===== config.mk =====
export PLATFORM = sky130hd
export DESIGN_NAME = fbdiv_chain
export DESIGN_NICKNAME = d
export VERILOG_FILES = /design/src/rtl/fbdiv_pkg.sv /design/src/rtl/fbdiv_prescaler.sv /design/src/rtl/fbdiv_frac_acc.sv /design/src/rtl/fbdiv_period_ctr.sv /design/src/rtl/fbdiv_chain.sv
export SDC_FILE = /design/constraint.sdc
export NUM_CORES = 1
export LEC_CHECK = 0
export BUFFER_PORTS_ARGS = -buffer_cell sky130_fd_sc_hd__buf_2
export CAP_MARGIN = 0
export CORE_UTILIZATION = 45
export CTS_CLUSTER_DIAMETER = 40
export DETAILED_ROUTE_END_ITERATION = 8
export SKIP_LAST_GASP = 1
export SLEW_MARGIN = 20
export SYNTH_ARGS = -nofsm -noshare
export SYNTH_HDL_FRONTEND = slang
export SYNTH_SLANG_ARGS = --single-unit

===== constraint.sdc =====
create_clock -name clk_i -period 21 [get_ports clk_i]
set_clock_uncertainty 0.1 [all_clocks]
set_input_delay 3.15 -clock clk_i [delete_from_list [all_inputs] [get_ports clk_i]]
set_output_delay 3.15 -clock clk_i [all_outputs]
set_load 0.02 [all_outputs]

===== src/rtl/fbdiv_pkg.sv =====
package fbdiv_pkg;
  localparam int unsigned PRE_W_DEF   = 5;
  localparam int unsigned PRE_MIN_DEF = 2;
  localparam int unsigned PRE_MAX_DEF = 17;
  localparam int unsigned INT_W_DEF   = 30;
  localparam int unsigned FRAC_W_DEF  = 40;
endpackage


===== src/rtl/fbdiv_prescaler.sv =====
module fbdiv_prescaler #(
  parameter int unsigned PRE_W   = fbdiv_pkg::PRE_W_DEF,
  parameter int unsigned PRE_MIN = fbdiv_pkg::PRE_MIN_DEF,
  parameter int unsigned PRE_MAX = fbdiv_pkg::PRE_MAX_DEF
) (
  input  logic             clk_i,
  input  logic             rst_ni,
  input  logic [PRE_W-1:0] pre_div_i,
  output logic             en_o
);
  localparam logic [PRE_W-1:0] MIN_V = PRE_W'(PRE_MIN);
  localparam logic [PRE_W-1:0] MAX_V = PRE_W'(PRE_MAX);
  localparam logic [PRE_W-1:0] ONE   = PRE_W'(1);

  logic [PRE_W-1:0] cnt_q, pre_eff;
  logic             en_q;

  always_comb begin
    if (pre_div_i < MIN_V)      pre_eff = MIN_V;
    else if (pre_div_i > MAX_V) pre_eff = MAX_V;
    else                        pre_eff = pre_div_i;
  end

  // en_q follows cnt_q==0 except in the first cycle out of reset
  always_ff @(posedge clk_i or negedge rst_ni) begin
    if (!rst_ni) begin
      cnt_q <= '0;
      en_q  <= 1'b0;
    end else begin
      en_q  <= (cnt_q == ONE);
      cnt_q <= (cnt_q == '0) ? pre_eff - ONE : cnt_q - ONE;
    end
  end

  assign en_o = en_q;

  p_pre_en_gap_r2: assert property (@(posedge clk_i) disable iff (!rst_ni)
    en_q |=> !en_q);
  p_pre_cnt_range_r3: assert property (@(posedge clk_i) disable iff (!rst_ni)
    cnt_q <= MAX_V - ONE);
endmodule


===== src/rtl/fbdiv_frac_acc.sv =====
module fbdiv_frac_acc #(
  parameter int unsigned FRAC_W = fbdiv_pkg::FRAC_W_DEF
) (
  input  logic              clk_i,
  input  logic              rst_ni,
  input  logic              step_i,
  input  logic [FRAC_W-1:0] num_i,
  input  logic [FRAC_W-1:0] den_i,
  output logic              carry_o
);
  logic [FRAC_W-1:0] acc_q;
  logic [FRAC_W:0]   sum, rem, den_x;
  logic              frac_en, over;

  always_comb begin
    frac_en = (num_i != '0) && (den_i != '0) && (num_i < den_i);
    den_x   = {1'b0, den_i};
    sum     = {1'b0, acc_q} + {1'b0, num_i};
    over    = frac_en && (sum >= den_x);
    rem     = over ? sum - den_x : sum;
  end

  assign carry_o = over;

  always_ff @(posedge clk_i or negedge rst_ni) begin
    if (!rst_ni) begin
      acc_q <= '0;
    end else if (step_i) begin
      if (!frac_en)        acc_q <= '0;
      else if (rem >= den_x) acc_q <= '0;  // stale residue after a modulus change
      else                 acc_q <= rem[FRAC_W-1:0];
    end
  end

  p_acc_below_den_r6: assert property (@(posedge clk_i) disable iff (!rst_ni)
    (step_i && frac_en) |=> (acc_q < $past(den_i)));
  p_acc_clear_r5: assert property (@(posedge clk_i) disable iff (!rst_ni)
    (step_i && !frac_en) |=> (acc_q == '0));
endmodule


===== src/rtl/fbdiv_period_ctr.sv =====
module fbdiv_period_ctr #(
  parameter int unsigned CNT_W = fbdiv_pkg::INT_W_DEF + 1
) (
  input  logic             clk_i,
  input  logic             rst_ni,
  input  logic             tick_i,
  input  logic [CNT_W-1:0] period_i,
  output logic             load_o,
  output logic             pulse_o
);
  localparam logic [CNT_W-1:0] ONE = CNT_W'(1);

  logic [CNT_W-1:0] cnt_q;
  logic             pulse_q;

  // cnt_q==0 only right after reset: first tick loads without a pulse
  assign load_o = tick_i && (cnt_q <= ONE);

  always_ff @(posedge clk_i or negedge rst_ni) begin
    if (!rst_ni) begin
      cnt_q   <= '0;
      pulse_q <= 1'b0;
    end else begin
      pulse_q <= tick_i && (cnt_q == ONE);
      if (tick_i) cnt_q <= (cnt_q <= ONE) ? period_i : cnt_q - ONE;
    end
  end

  assign pulse_o = pulse_q;

  p_pulse_width_r4: assert property (@(posedge clk_i) disable iff (!rst_ni)
    pulse_q |=> !pulse_q);
  p_period_nonzero_r9: assert property (@(posedge clk_i) disable iff (!rst_ni)
    load_o |-> (period_i != '0));
endmodule


===== src/rtl/fbdiv_chain.sv =====
module fbdiv_chain #(
  parameter int unsigned PRE_W   = fbdiv_pkg::PRE_W_DEF,
  parameter int unsigned PRE_MIN = fbdiv_pkg::PRE_MIN_DEF,
  parameter int unsigned PRE_MAX = fbdiv_pkg::PRE_MAX_DEF,
  parameter int unsigned INT_W   = fbdiv_pkg::INT_W_DEF,
  parameter int unsigned FRAC_W  = fbdiv_pkg::FRAC_W_DEF
) (
  input  logic              clk_i,
  input  logic              rst_ni,
  input  logic [PRE_W-1:0]  pre_div_i,
  input  logic [INT_W-1:0]  int_i,
  input  logic [FRAC_W-1:0] num_i,
  input  logic [FRAC_W-1:0] den_i,
  output logic              pre_en_o,
  output logic              div_pulse_o
);
  localparam int unsigned CNT_W = INT_W + 1;

  logic             tick, load, carry;
  logic [INT_W-1:0] int_eff;
  logic [CNT_W-1:0] period;

  fbdiv_prescaler #(.PRE_W(PRE_W), .PRE_MIN(PRE_MIN), .PRE_MAX(PRE_MAX)) i_pre (
    .clk_i, .rst_ni, .pre_div_i, .en_o(tick)
  );

  fbdiv_frac_acc #(.FRAC_W(FRAC_W)) i_acc (
    .clk_i, .rst_ni, .step_i(load), .num_i, .den_i, .carry_o(carry)
  );

  always_comb begin
    int_eff = (int_i == '0) ? INT_W'(1) : int_i;
    period  = CNT_W'(int_eff) + CNT_W'(carry);
  end

  fbdiv_period_ctr #(.CNT_W(CNT_W)) i_ctr (
    .clk_i, .rst_ni, .tick_i(tick), .period_i(period), .load_o(load), .pulse_o(div_pulse_o)
  );

  assign pre_en_o = tick;

  p_pulse_after_tick_r4: assert property (@(posedge clk_i) disable iff (!rst_ni)
    div_pulse_o |-> $past(pre_en_o));
  p_reset_quiet_r1: assert property (@(posedge clk_i)
    !rst_ni |-> (!pre_en_o && !div_pulse_o));
endmodule


==> Word level (Yosys, flattened, before mapping) <==
Index checks and enable logic that the tools add are counted.
Widths: inputs -> output; s select.
{ "word_totals": {"out_inout_bits": 2, "ff_bits": 78, "in_bits": 117, "word_cells": 36} }
{ "op_classes": {"muxes": 8, "add_sub_neg": 6, "magnitude_cmp": 6, "n_eq_ne": 2, "reduce_logical": 9} }
{ "ops": {"columns": ["cell", "n"], "rows": [
  ["$ge 41x40->1", 2],
  ["$mux 40", 2],
  ["$reduce_bool 40->1", 2],
  ["$add 40x40->41", 1],
  ["$mux 41", 1],
  ["$sub 41x40->41", 1],
  ["$lt 40x40->1", 1],
  ["$add 30x1->31", 1],
  ["$eq 31x1->1 const B", 1],
  ["$le 31x1->1 const B", 1],
  ["$mux 31", 1],
  ["$sub 31x1->31 const B", 1],
  ["$logic_not 30->1", 1],
  ["$mux 30", 1],
  ["$mux 5", 3],
  ["$sub 5x1->5 const B", 2],
  ["$eq 5x1->1 const B", 1],
  ["$gt 5x5->1 const B", 1],
  ["$logic_and 1x1->1", 5],
  ["$logic_not 5->1", 1],
  ["$lt 5x2->1 const B", 1]
]} }

==> Depth between registers and ports, before layout <==
Gate-level depths: netlist of run 1.
{ "depth": {"ltp_word": 8, "ltp_mapped": 37, "ltp_nobuf": 33} }

==> Cells and area by module <==
Synthesis of run 1 repeated with hierarchy kept, for this count alone.
{ "hier_totals": {"hier_cells": 1436, "hier_area_um2": 11632.4} }
{ "modules_own_cells": {"columns": ["module", "area_each_um2", "n_inst", "cells_each", "seq_area_each_um2"], "rows": [
  ["fbdiv_frac_acc", 8495.6, 1, 1071, 1001.0],
  ["fbdiv_period_ctr", 2045.7, 1, 230, 800.8],
  ["fbdiv_chain", 700.7, 1, 96, 0.0],
  ["fbdiv_prescaler", 390.4, 1, 39, 150.1]
]} }

==> Worst setup path before layout of run 1 <==
Ideal clock, no wire load.
{ "synth_path": {"kind": "input port to flip-flop", "start": "input port num_i[30]", "end": "register i_acc.acc_q[29]", "cell_stages": 34, "setup_time_ps": 65, "required_ps": 20835, "path_buffers": 6, "setup_slack_ps": 11282, "t_arrival_ps": 9552, "path_cell_list": "ha_1 > clkbuf_1 > and2_0 > a221o_1 > a2111oi_0 > a21oi_1 > a21o_1 > a21oi_1 > xnor2_1 > ha_1 > clkbuf_1 > and3_1 > clkbuf_1 > and4_1 > and2_1 > a31oi_1 > o211ai_1 > inv_1 > a21oi_2 > buf_2 > mux2_2 > ha_1 > a21o_1 > a21o_1 > a211oi_1 > o21ai_0 > a21oi_1 > o2111a_1 > a211oi_1 > o221a_2 > nor4_2 > buf_4 > buf_6 > a22o_1"} }
{ "synth_between": {"elab_chain_len": 8, "elab_cells_between_ends": 12, "classes_between": "2 x add/sub; 3 x order compare; 3 x mux; 4 x reduce/logical"} }
{ "synth_lines": {"columns": ["element", "line", "rtl"], "rows": [
  ["start: declaration", "fbdiv_chain.sv:12", "input logic [FRAC_W-1:0] num_i,"],
  ["branches (longest 7 deep; another with $add 40x40->41)", null, null],
  ["$mux 40 (*)", "fbdiv_frac_acc.sv:29", "if (!frac_en) acc_q <= '0;"],
  ["end signal: assignment", "fbdiv_frac_acc.sv:31", "else acc_q <= rem[FRAC_W-1:0];"],
  ["end: declaration", "fbdiv_frac_acc.sv:11", "logic [FRAC_W-1:0] acc_q;"]
]} }
Mark *: on every way between the ends.
A chain may end at the register's enable or synchronous reset.

==> Worst setup path in the final report of run 1 <==
{ "layout_path": {"start": "input port num_i[1]", "end": "register i_acc.acc_q[35]"} }
The elaborated chain is that of the path after synthesis.

==> metrics.md, run 1 <==
| Metric | Value |
|---|---|
| Clock sink count | 78 |
| Post-Syn Nets | 1767 |
| Min-delay src | i_pre.cnt_q[4] |
| Gate count of the mapped netlist | 1482 |
| Std cell rows | 58 |
| CP Class | in2reg |
| Antenna Nets Post-Route | 0 |
| Clock Latency Late Sink | 0.37 ns |
| Resized Gates After CTS | 0 |
| Core area | 25200 µm² |
| Prevailing post-synth register cell | dfrtp_1 |
| Final Setup Violations | 0 |
| Crit path buf inv count | 5 |
| Final setup TNS | 0 ns |
| Num ports | 119 |
| CTS tree | built |
| Critical Path AT | 12.20 ns |
| Worst reg2reg setup slack | 11.52 ns |
| H-tree Lvls | 3 |
| Worst R2R End | i_acc.acc_q[35] |
| Post-DP HPWL | 30.9 mm |
| Critical Path Start Type | primary input |
| Worst setup path startpoint | num_i[1] |
| Hold Fails Final Rpt | 0 |
| Flops & latches, synth | 78 |
| Final estimated routing congestion in global placement | 0.938 |
| Post-Syn Area | 11600 µm² |
| Largest net degree at the start of global routing | 65 |
| HP Class | reg2reg |
| Max cap viols | 0 |
| Initial antenna violation count | 1 |
| Peak supply drop | 0.0388 mV |
| Final Util | 0.504 |
| Lkg Pwr | 0.00589 µW |
| Worst r2r src | i_acc.acc_q[1] |
| Initial Util | 0.459 |
| Die H | 162 µm |
| Clock Tree Buf Depth | 2 |
| Pwr Total | 1200 µW |
| Worst Tran Pin Value | 1.05 ns |
| Crit path to | i_acc.acc_q[35] |
| CP max stage delay | 0.78 ns |
| Final Slew Violations | 0 |
| Worst-path clk slew | 0.07 ns |
| Netlist cell types | 77 |
| Vias per cell | 6.19 |
| Seq/Total Area, Yosys | 0.169 |
| Min-Delay Path Depth | 2 |
| Max Fclk | 0.0833 GHz |
| CP max FO | 29 |
| Status | finished clean |
| Area Growth Syn to Fin | 9.72% |
| FFs w/ async S/R, synth | 1.00 |
| Crit. End Element | flop |
| Total track usage | 0.292 |
| # port buffers | 118 |
| Fin cells | 1894 |
| Final wirelength | 38.2 mm |
| Final period util | 0.572 |
| Min Tclk post-route | 12.01 ns |
| Placed Cells | 1877 |
| CP top delay family | compound AO/OA/AOI/OAI gates |
| Vias in the first global route | 11202 |
| Layout cell share with drive strength beyond 1 | 0.125 |
| Critical-path top delay cell | a221oi_1 |
| Yosys warnings | 0 |
| WP data required | 21.20 ns |
| Die ar. | 26400 µm² |
| Initial DRC count | 840 |
| Power Density | 94.8 nW/µm² |
| Die Wd | 162 µm |
| RSZ-0062 raised after global routing | no |
| First-pass GRT wire length | 59.7 mm |
| Clk root buf | clkbuf_16 |
| Slew headroom | 0.292 |
| Avg Inst Size Synth | 7.81 µm² |
| Crit path depth | 34 |
| DR WL/cell | 20.1 µm |
| DRC Markers | 0 |
| Overflow after GRT | 0 |
| Total CTS buffers | 9 |
| Setup bufs post-CTS | 0 |
| First-pass DRT Iterations | 6 |
| Fin nets | 1843 |
| Vias | 11728 |
| Cts hold-fix bufs | 0 |
| R2R cell count | 33 |
| Post-synth EDFFs | 0 |
## Yosys cell counts, types with 4 or more instances
master	instances	area [µm²]
and2_1	8	50.1
nor2_1	83	312
a21oi_1	142	711
dfrtp_1	78	1950
clkbuf_1	47	176
mux2i_1	9	90.1
a21o_1	41	308
and4_1	11	96.3
nor2b_1	15	93.8
o21a_1	20	150
o211ai_1	21	158
xnor2_1	58	508
a22oi_1	6	45.0
nor4_1	40	250
a22o_1	42	368
o21bai_1	17	128
a211oi_1	24	180
o22ai_1	11	68.8
nand2_1	111	417
a221oi_1	4	35.0
a31oi_1	20	125
buf_2	7	35.0
xor2_1	39	342
or2_2	5	31.3
nand3_1	47	235
nor3_1	32	160
ha_1	166	2080
or3_1	8	50.1
mux2_2	36	405
and3_1	23	144
o31ai_1	5	37.5
nand4_1	38	238
inv_1	92	345
nand2b_1	15	93.8
o21ai_0	87	435
nand3b_1	5	37.5
## report_power, final
part	internal, µW	switching, µW	total [µW]
clock network	94.1	79.5	174
registers	171	15.4	186
logic	349	494	843
total	615	589	1200
## routing by layer
metal / wire, µm / global-route usage / part of all wire / vias to the layer above
met5: 0 / 0.00189 / 0 / -
met4: 1550 / 0.120 / 0.041 / 0
met1: 17600 / 0.393 / 0.46 / 5532
met3: 2770 / 0.0670 / 0.073 / 81
met2: 16200 / 0.445 / 0.43 / 375
li1: - / - / - / 5740
## cell type report
cell class | instances | area (µm²)
multi-input cells | 1254 | 9050
fillers | 2507 | 12500
diodes | 1 | 2.50
clock buffers | 9 | 225
inverters | 92 | 345
clock inverters | 7 | 78.8
flip-flops and latches | 78 | 1950
repair buffers | 123 | 631
well taps | 330 | 413
## placed cells by master (no fill, tap or decap), types with 47 or more instances in the layout
master | synthesis | final
a21oi_1 | 142 | 142
buf_2 | 7 | 117
dfrtp_1 | 78 | 77
ha_1 | 166 | 166
inv_1 | 92 | 92
nand2_1 | 111 | 111
nand3_1 | 47 | 47
nor2_1 | 83 | 83
o21ai_0 | 87 | 87
xnor2_1 | 58 | 58
## registers in the layout, summed over array words and instances (netlist names)
register       count
i_pre.cnt_q        5
i_pre.en_o         1
i_ctr.pulse_o      1
i_ctr.cnt_q       31
i_acc.acc_q       40
## worst register-to-register path, delay by kind of cell (launching register included)
kind / cells / cell delay (ns)
flip-flops: 1 / 0.40
buffers and inverters: 4 / 1.15
AO/OA/AOI/OAI: 20 / 5.18
multiplexers: 1 / 0.42
AND/OR/NAND/NOR: 4 / 0.96
XOR/XNOR: 1 / 0.22
adder cells (fa/ha/maj): 3 / 0.99
## cell families (layout without fill, tap and decap cells)
family | Yosys count | after routing | share of synthesized area
buffers and inverters | 150 | 231 | 0.0508
AND/OR/NAND/NOR | 456 | 456 | 0.204
AO/OA/AOI/OAI | 485 | 485 | 0.274
multiplexers | 48 | 48 | 0.0457
adder cells (fa/ha/maj) | 168 | 168 | 0.183
other | 0 | 1 | 0
XOR/XNOR | 97 | 97 | 0.0734
flip-flops | 78 | 78 | 0.169
## worst min-delay path by stage
stage                 endpoint  slack, ns
6_report        i_pre.cnt_q[4]       0.41
4_1_cts         i_pre.cnt_q[4]       0.41
5_1_grt        i_acc.acc_q[22]       0.43
3_5_place_dp    i_pre.cnt_q[4]       0.39
2_1_floorplan   i_pre.cnt_q[4]       0.35
3_3_place_gp    i_pre.cnt_q[4]       0.37
## per-stage QoR
step | worst slack [ns] | instance area [µm²] | hold slack, ns
after floorplan | 11.28 | 11600 | 0.349
after global placement | 9.00 | 12400 | 0.373
after detailed placement | 8.74 | 12400 | 0.392
after CTS | 9.11 | 12700 | 0.407
after global routing | 8.38 | 12700 | 0.425
final | 8.99 | 12700 | 0.412
Power figures use the tool's default switching activity.
==> inputs of run 2 (changes only) <==
- PLACE_DENSITY: not set -> 0.66
- clock period: 21 -> 9.9 ns (I/O delays scaled with it)
==> metrics.md, run 2 (synthesized netlist as in run 1, its figures left out) <==
| Metric | Value |
|---|---|
| Die ar. | 26400 µm² (unchanged) |
| Total track usage | 0.286 (-0.00571) |
| Largest net degree at the start of global routing | 65 (unchanged) |
| Critical Path Most Common Cell | a21oi_1 |
| # fillers | 2474 (-1.3%) |
| Vias in the first global route | 11247 (+0.40%) |
| Max reg flops | 40 (unchanged) |
| Final Slew Violations | 0 (unchanged) |
| Largest regs | i_acc.acc_q x40, i_ctr.cnt_q x31, i_pre.cnt_q x5 |
| Clock Tree Buf Depth | 2 (unchanged) |
| Vias per cell | 6.27 (+1.3%) |
| First-pass DRT Iterations | 6 (unchanged) |
| ANT cells | 0 (-1) |
| Initial Util | 0.459 (unchanged) |
| Num ports | 119 (unchanged) |
| Worst setup path startpoint | num_i[5] |
| Fin nets | 1850 (+0.38%) |
| DRC Markers | 0 (unchanged) |
| Resized Gates After CTS | 0 (unchanged) |
| Final estimated routing congestion in global placement | 0.993 (+5.8%) |
| Power Density | 199 nW/µm² (+110%) |
| Max Fclk | 0.112 GHz |
| Worst r2r src | i_acc.acc_q[0] |
| Slew headroom | 0.454 (+0.162) |
| Initial antenna violation count | 0 (-1) |
| CP Class | in2reg |
| Max cap viols | 0 (unchanged) |
| Commonest non-fill, non-tap cells in the layout | ha_1, a21oi_1, buf_2 |
| Hold Fails Final Rpt | 0 (unchanged) |
| Lkg Pwr | 0.00592 µW (+0.39%) |
| Min-delay src | i_pre.cnt_q[4] |
| WP data required | 10.10 ns (-11.10 ns) |
| H-tree Lvls | 3 (unchanged) |
| Overflow after GRT | 0 (unchanged) |
| Final period util | 0.904 |
| Final wirelength | 37.4 mm (-2.0%) |
| Clock sink count | 78 (unchanged) |
| Initial DRC count | 1081 (+29%) |
| Critical Path AT | 9.15 ns (-3.05 ns) |
| Final Setup Violations | 0 (unchanged) |
| Min Tclk post-route | 8.95 ns |
| RSZ-0062 raised after global routing | no |
| CP max FO | 30 (+3.4%) |
| Core area | 25200 µm² (unchanged) |
| CP max stage delay | 0.69 ns (-0.09 ns) |
| Std cell rows | 58 (unchanged) |
| Critical Path Start Type | primary input |
| Clk root buf | clkbuf_16 |
| Die Wd | 162 µm (unchanged) |
| First-pass GRT wire length | 59.6 mm (-0.27%) |
| Peak supply drop | 0.0841 mV (+120%) |
| Critical-path top delay cell | a211oi_1 |
| Crit. End Element | flop |
| Layout cell share with drive strength beyond 1 | 0.129 (+0.00390) |
| # port buffers | 118 (unchanged) |
| Total CTS buffers | 9 (unchanged) |
| Status | finished clean |
| Cts hold-fix bufs | 0 (unchanged) |
| Commonest non-fill, non-tap cell in the layout | ha_1 |
| Die H | 162 µm (unchanged) |
| CTS tree | built |
| Worst-path clk slew | 0.07 ns (about the same) |
| Setup bufs post-CTS | 0 (unchanged) |
| Clock Latency Late Sink | 0.37 ns (about the same) |
| Vias | 11918 (+1.6%) |
| Placed Area | 12500 µm² (+0.53%) |
| Fin area | 12700 µm² (+0.41%) |
| Worst Tran Pin Value | 0.814 ns (-0.239 ns) |
| DR WL/cell | 19.7 µm (-2.3%) |
| HP Class | reg2reg |
| Largest Register | i_acc.acc_q |
| Area Growth Syn to Fin | 10.2% |
| Final setup TNS | 0 ns (unchanged) |
| Antenna Nets Post-Route | 0 (unchanged) |
| Post-DP HPWL | 30.2 mm (-2.0%) |
-- run 2: cell count changes in the layout (fill, tap and decap cells not counted), sizes merged --
cell      previous run  this run
buf                123       130
bufinv               1         0
clkinv               2         3
clkinvlp             0         2
diode                1         0
inv                 96        94
-- run 2: worst paths after layout --
check / end / slack (ns) / cells past startpoint
min reg2reg: i_pre.cnt_q[4] / 0.40 / 2
min: i_pre.cnt_q[4] / 0.40 / 2
min in group asynchronous: i_acc.acc_q[10] / 0.93 / 1
max: i_acc.acc_q[14] / 0.95 / 33
max reg2reg: i_acc.acc_q[14] / 1.80 / 34
max in group asynchronous: i_pre.en_o / 7.66 / 2
-- run 2: layout make-up --
cell class,instances,area (µm²),share of cell area
Tap cell,330,413,0.0324
Inverter,92,345,0.0271
Timing Repair Buffer,130,696,0.0546
Sequential cell,78,1950,0.153
Clock inverter,7,68.8,0.00540
Multi-Input combinational cell,1254,9050,0.710
Clock buffer,9,225,0.0177
-- run 2: critical path: cells and delay by family --
kind / cells / cell delay [ns]
AOI/OAI and AO/OA: 18 / 4.06
adders and majority gates: 3 / 1.16
and+or+nand+nor: 6 / 1.05
buffers and inverters: 4 / 0.81
muxes: 1 / 0.39
xor gates and xnor gates: 1 / 0.17
-- run 2: through the flow --
| stage | total power [µW] | hold slack, ns | worst slack (ns) | instances | utilization |
|---|---|---|---|---|---|
| final | 2530 | 0.397 | 0.953 | 1900 | 0.506 |
| after global routing | 2740 | 0.422 | 0.486 | 1900 | 0.506 |
| after CTS | 2500 | 0.403 | 1.06 | 1900 | 0.506 |
| after detailed placement | 2140 | 0.387 | 0.714 | 1884 | 0.495 |
| after global placement | 2130 | 0.374 | 0.847 | 1884 | 0.495 |
| after floorplan | 1710 | 0.349 | 1.85 | 1482 | - |
-- run 2: metal layers --
metal	routed length (µm)	vias to the layer above	track usage
met2	16200	431	0.440
met3	2460	76	0.0357
met4	1370	0	0.118
met5	0	-	0
li1	-	5757	-
met1	17400	5654	0.401
-- run 2: report_power, final --
group	switching [µW]	leakage [µW]	internal, µW	total, µW
combinational	1040	0.00488	751	1790
sequential	34.2	0.000901	363	397
clock	172	0.000137	176	348
total	1240	0.00592	1290	2530
==> inputs of run 3 (changes only) <==
- PLACE_DENSITY: 0.66 -> 0.67
==> metrics.md, run 3 (synthesized netlist as in run 1, its figures left out) <==
| Metric | Value |
|---|---|
| HP Class | reg2reg |
| WP data required | 10.10 ns (about the same) |
| DRC Markers | 0 (unchanged) |
| H-tree Lvls | 3 (unchanged) |
| Commonest non-fill, non-tap cells in the layout | ha_1, a21oi_1, buf_2 |
| Slew headroom | 0.246 (-0.208) |
| Final Util | 0.506 (about the same) |
| Commonest non-fill, non-tap cell in the layout | ha_1 |
| Core area | 25200 µm² (unchanged) |
| Antenna Nets Post-Route | 0 (unchanged) |
| Worst-path clk slew | 0.08 ns (about the same) |
| Area Growth Syn to Fin | 10.2% (about the same) |
| CP max FO | 24 (-20%) |
| Crit path buf inv count | 7 (+3) |
| Initial antenna violation count | 0 (unchanged) |
| Final Slew Violations | 0 (unchanged) |
| Total CTS buffers | 9 (unchanged) |
| Pwr Total | 2560 µW (+1.1%) |
| Status | finished clean |
| Critical Path AT | 9.39 ns (+0.24 ns) |
| CP Class | in2reg |
| Final estimated routing congestion in global placement | 0.972 (-2.1%) |
| Max Fclk | 0.109 GHz (-2.7%) |
| Final setup TNS | 0 ns (unchanged) |
| Vias per cell | 6.27 (-0.11%) |
| Std cell rows | 58 (unchanged) |
| DR WL/cell | 20.0 µm (+1.5%) |
| Min Tclk post-route | 9.19 ns (+0.245 ns) |
| Fin nets | 1852 (+0.11%) |
| Worst reg2reg setup slack | 1.57 ns (-0.23 ns) |
| Die ar. | 26400 µm² (unchanged) |
| Peak supply drop | 0.108 mV (+28%) |
| Hold_ws | 0.405 ns (+0.00787 ns) |
| First-pass DRT Iterations | 5 (-1) |
| Num ports | 119 (unchanged) |
| Critical Path Most Common Cell | o211ai_1 |
| Lkg Pwr | 0.00592 µW (+0.11%) |
| Final Setup Violations | 0 (unchanged) |
| Vias | 11917 (-0.0084%) |
| Final wirelength | 38.0 mm (+1.6%) |
| Die Wd | 162 µm (unchanged) |
| Min-delay src | i_ctr.cnt_q[30] |
| Largest regs | i_acc.acc_q x40, i_ctr.cnt_q x31, i_pre.cnt_q x5 |
| Crit path depth | 36 (+9.1%) |
| Critical Path Start Type | primary input |
| Min-Delay Path Depth | 1 (-1) |
| Critical-path top delay cell | a211oi_1 |
| Setup bufs post-CTS | 0 (unchanged) |
| Clock Latency Late Sink | 0.37 ns (about the same) |
| Endpoint, Worst Hold | i_ctr.pulse_o |
| R2R cell count | 35 (+2.9%) |
| Initial DRC count | 856 (-21%) |
| Post-DP HPWL | 30.8 mm (+1.8%) |
| First-pass GRT wire length | 59.5 mm (about the same) |
| ANT cells | 0 (unchanged) |
| CP max stage delay | 0.45 ns (-0.24 ns) |
| Worst Tran Pin Value | 1.12 ns (+0.307 ns) |
| Largest net degree at the start of global routing | 65 (unchanged) |
| Clk root buf | clkbuf_16 |
| Layout cell share with drive strength beyond 1 | 0.130 (+0.00111) |
| Overflow after GRT | 0 (unchanged) |
| # port buffers | 118 (unchanged) |
| Largest Register | i_acc.acc_q |
| CTS tree | built |
| Power Density | 201 nW/µm² (+1.1%) |
| Resized Gates After CTS | 0 (unchanged) |
| Worst R2R End | i_acc.acc_q[16] |
| Clock sink count | 78 (unchanged) |
| Cts hold-fix bufs | 0 (unchanged) |
| Max cap viols | 0 (unchanged) |
| Vias in the first global route | 11042 (-1.8%) |
| Die H | 162 µm (unchanged) |
| Initial Util | 0.459 (unchanged) |
| Total track usage | 0.289 (+0.00329) |
| Worst r2r src | i_acc.acc_q[1] |
| CP top delay family | compound AO/OA/AOI/OAI gates |
| Crit. End Element | flop |
| Hold Fails Final Rpt | 0 (unchanged) |
| RSZ-0062 raised after global routing | no |
| Max reg flops | 40 (unchanged) |
| # fillers | 2501 (+1.1%) |
| Clock Tree Buf Depth | 2 (unchanged) |
| Final period util | 0.929 (+0.0247) |
## run 3: changes by cell type in the layout (fill, tap and decap cells not counted)
cell and change:
buf_12 -1, buf_4 +3, clkinv_4 -1, clkinv_8 -1, inv_6 +1, inv_8 +1
## run 3: worst reg2reg max path, delay by kind of cell, from the launching register on
kind,cells,cell delay (ns)
compound gates,18,3.93
simple gates,6,0.83
flops,1,0.41
fa+ha+maj,3,1.00
mux,1,0.37
xor+xnor,1,0.31
buf+inv,6,1.33
## run 3: final cells by class
class / instances / area (µm²) / share of cell area
Tap cell: 330 / 413 / 0.0324
Clock buffer: 9 / 225 / 0.0177
Clock inverter: 7 / 63.8 / 0.00501
Sequential cell: 78 / 1950 / 0.153
Timing Repair Buffer: 132 / 698 / 0.0548
Inverter: 92 / 345 / 0.0271
Multi-Input combinational cell: 1254 / 9050 / 0.710
## run 3: layer usage
metal	wire, µm	global-route usage	part of all wire
met1	17100	0.393	0.45
met2	16500	0.441	0.43
met3	2840	0.0530	0.075
met4	1550	0.134	0.041
met5	0	0	0
## run 3: worst max-delay path by stage
stage / from / endpoint / slack (ns)
3_3_place_gp: num_i[1] / i_acc.acc_q[17] / 0.67
2_1_floorplan: num_i[30] / i_acc.acc_q[29] / 1.85
3_5_place_dp: num_i[1] / i_acc.acc_q[31] / 0.50
6_report: num_i[1] / i_acc.acc_q[16] / 0.71
5_1_grt: num_i[1] / i_acc.acc_q[21] / 0.35
4_1_cts: num_i[1] / i_acc.acc_q[31] / 0.86
## run 3: where the power goes
group	leakage (µW)	switching, µW	internal (µW)
registers	0.000901	33.5	363
logic	0.00489	1060	756
clock network	0.000136	174	176
total	0.00592	1270	1290
## run 3: through the flow
| stage | cell area [µm²] | cells | setup slack [ns] |
|---|---|---|---|
| final | 12700 | 1902 | 0.708 |
| after floorplan | 11600 | 1482 | 1.85 |
| after detailed placement | 12500 | 1886 | 0.503 |
| after CTS | 12700 | 1902 | 0.861 |
| after global placement | 12500 | 1886 | 0.669 |
| after global routing | 12700 | 1902 | 0.348 |
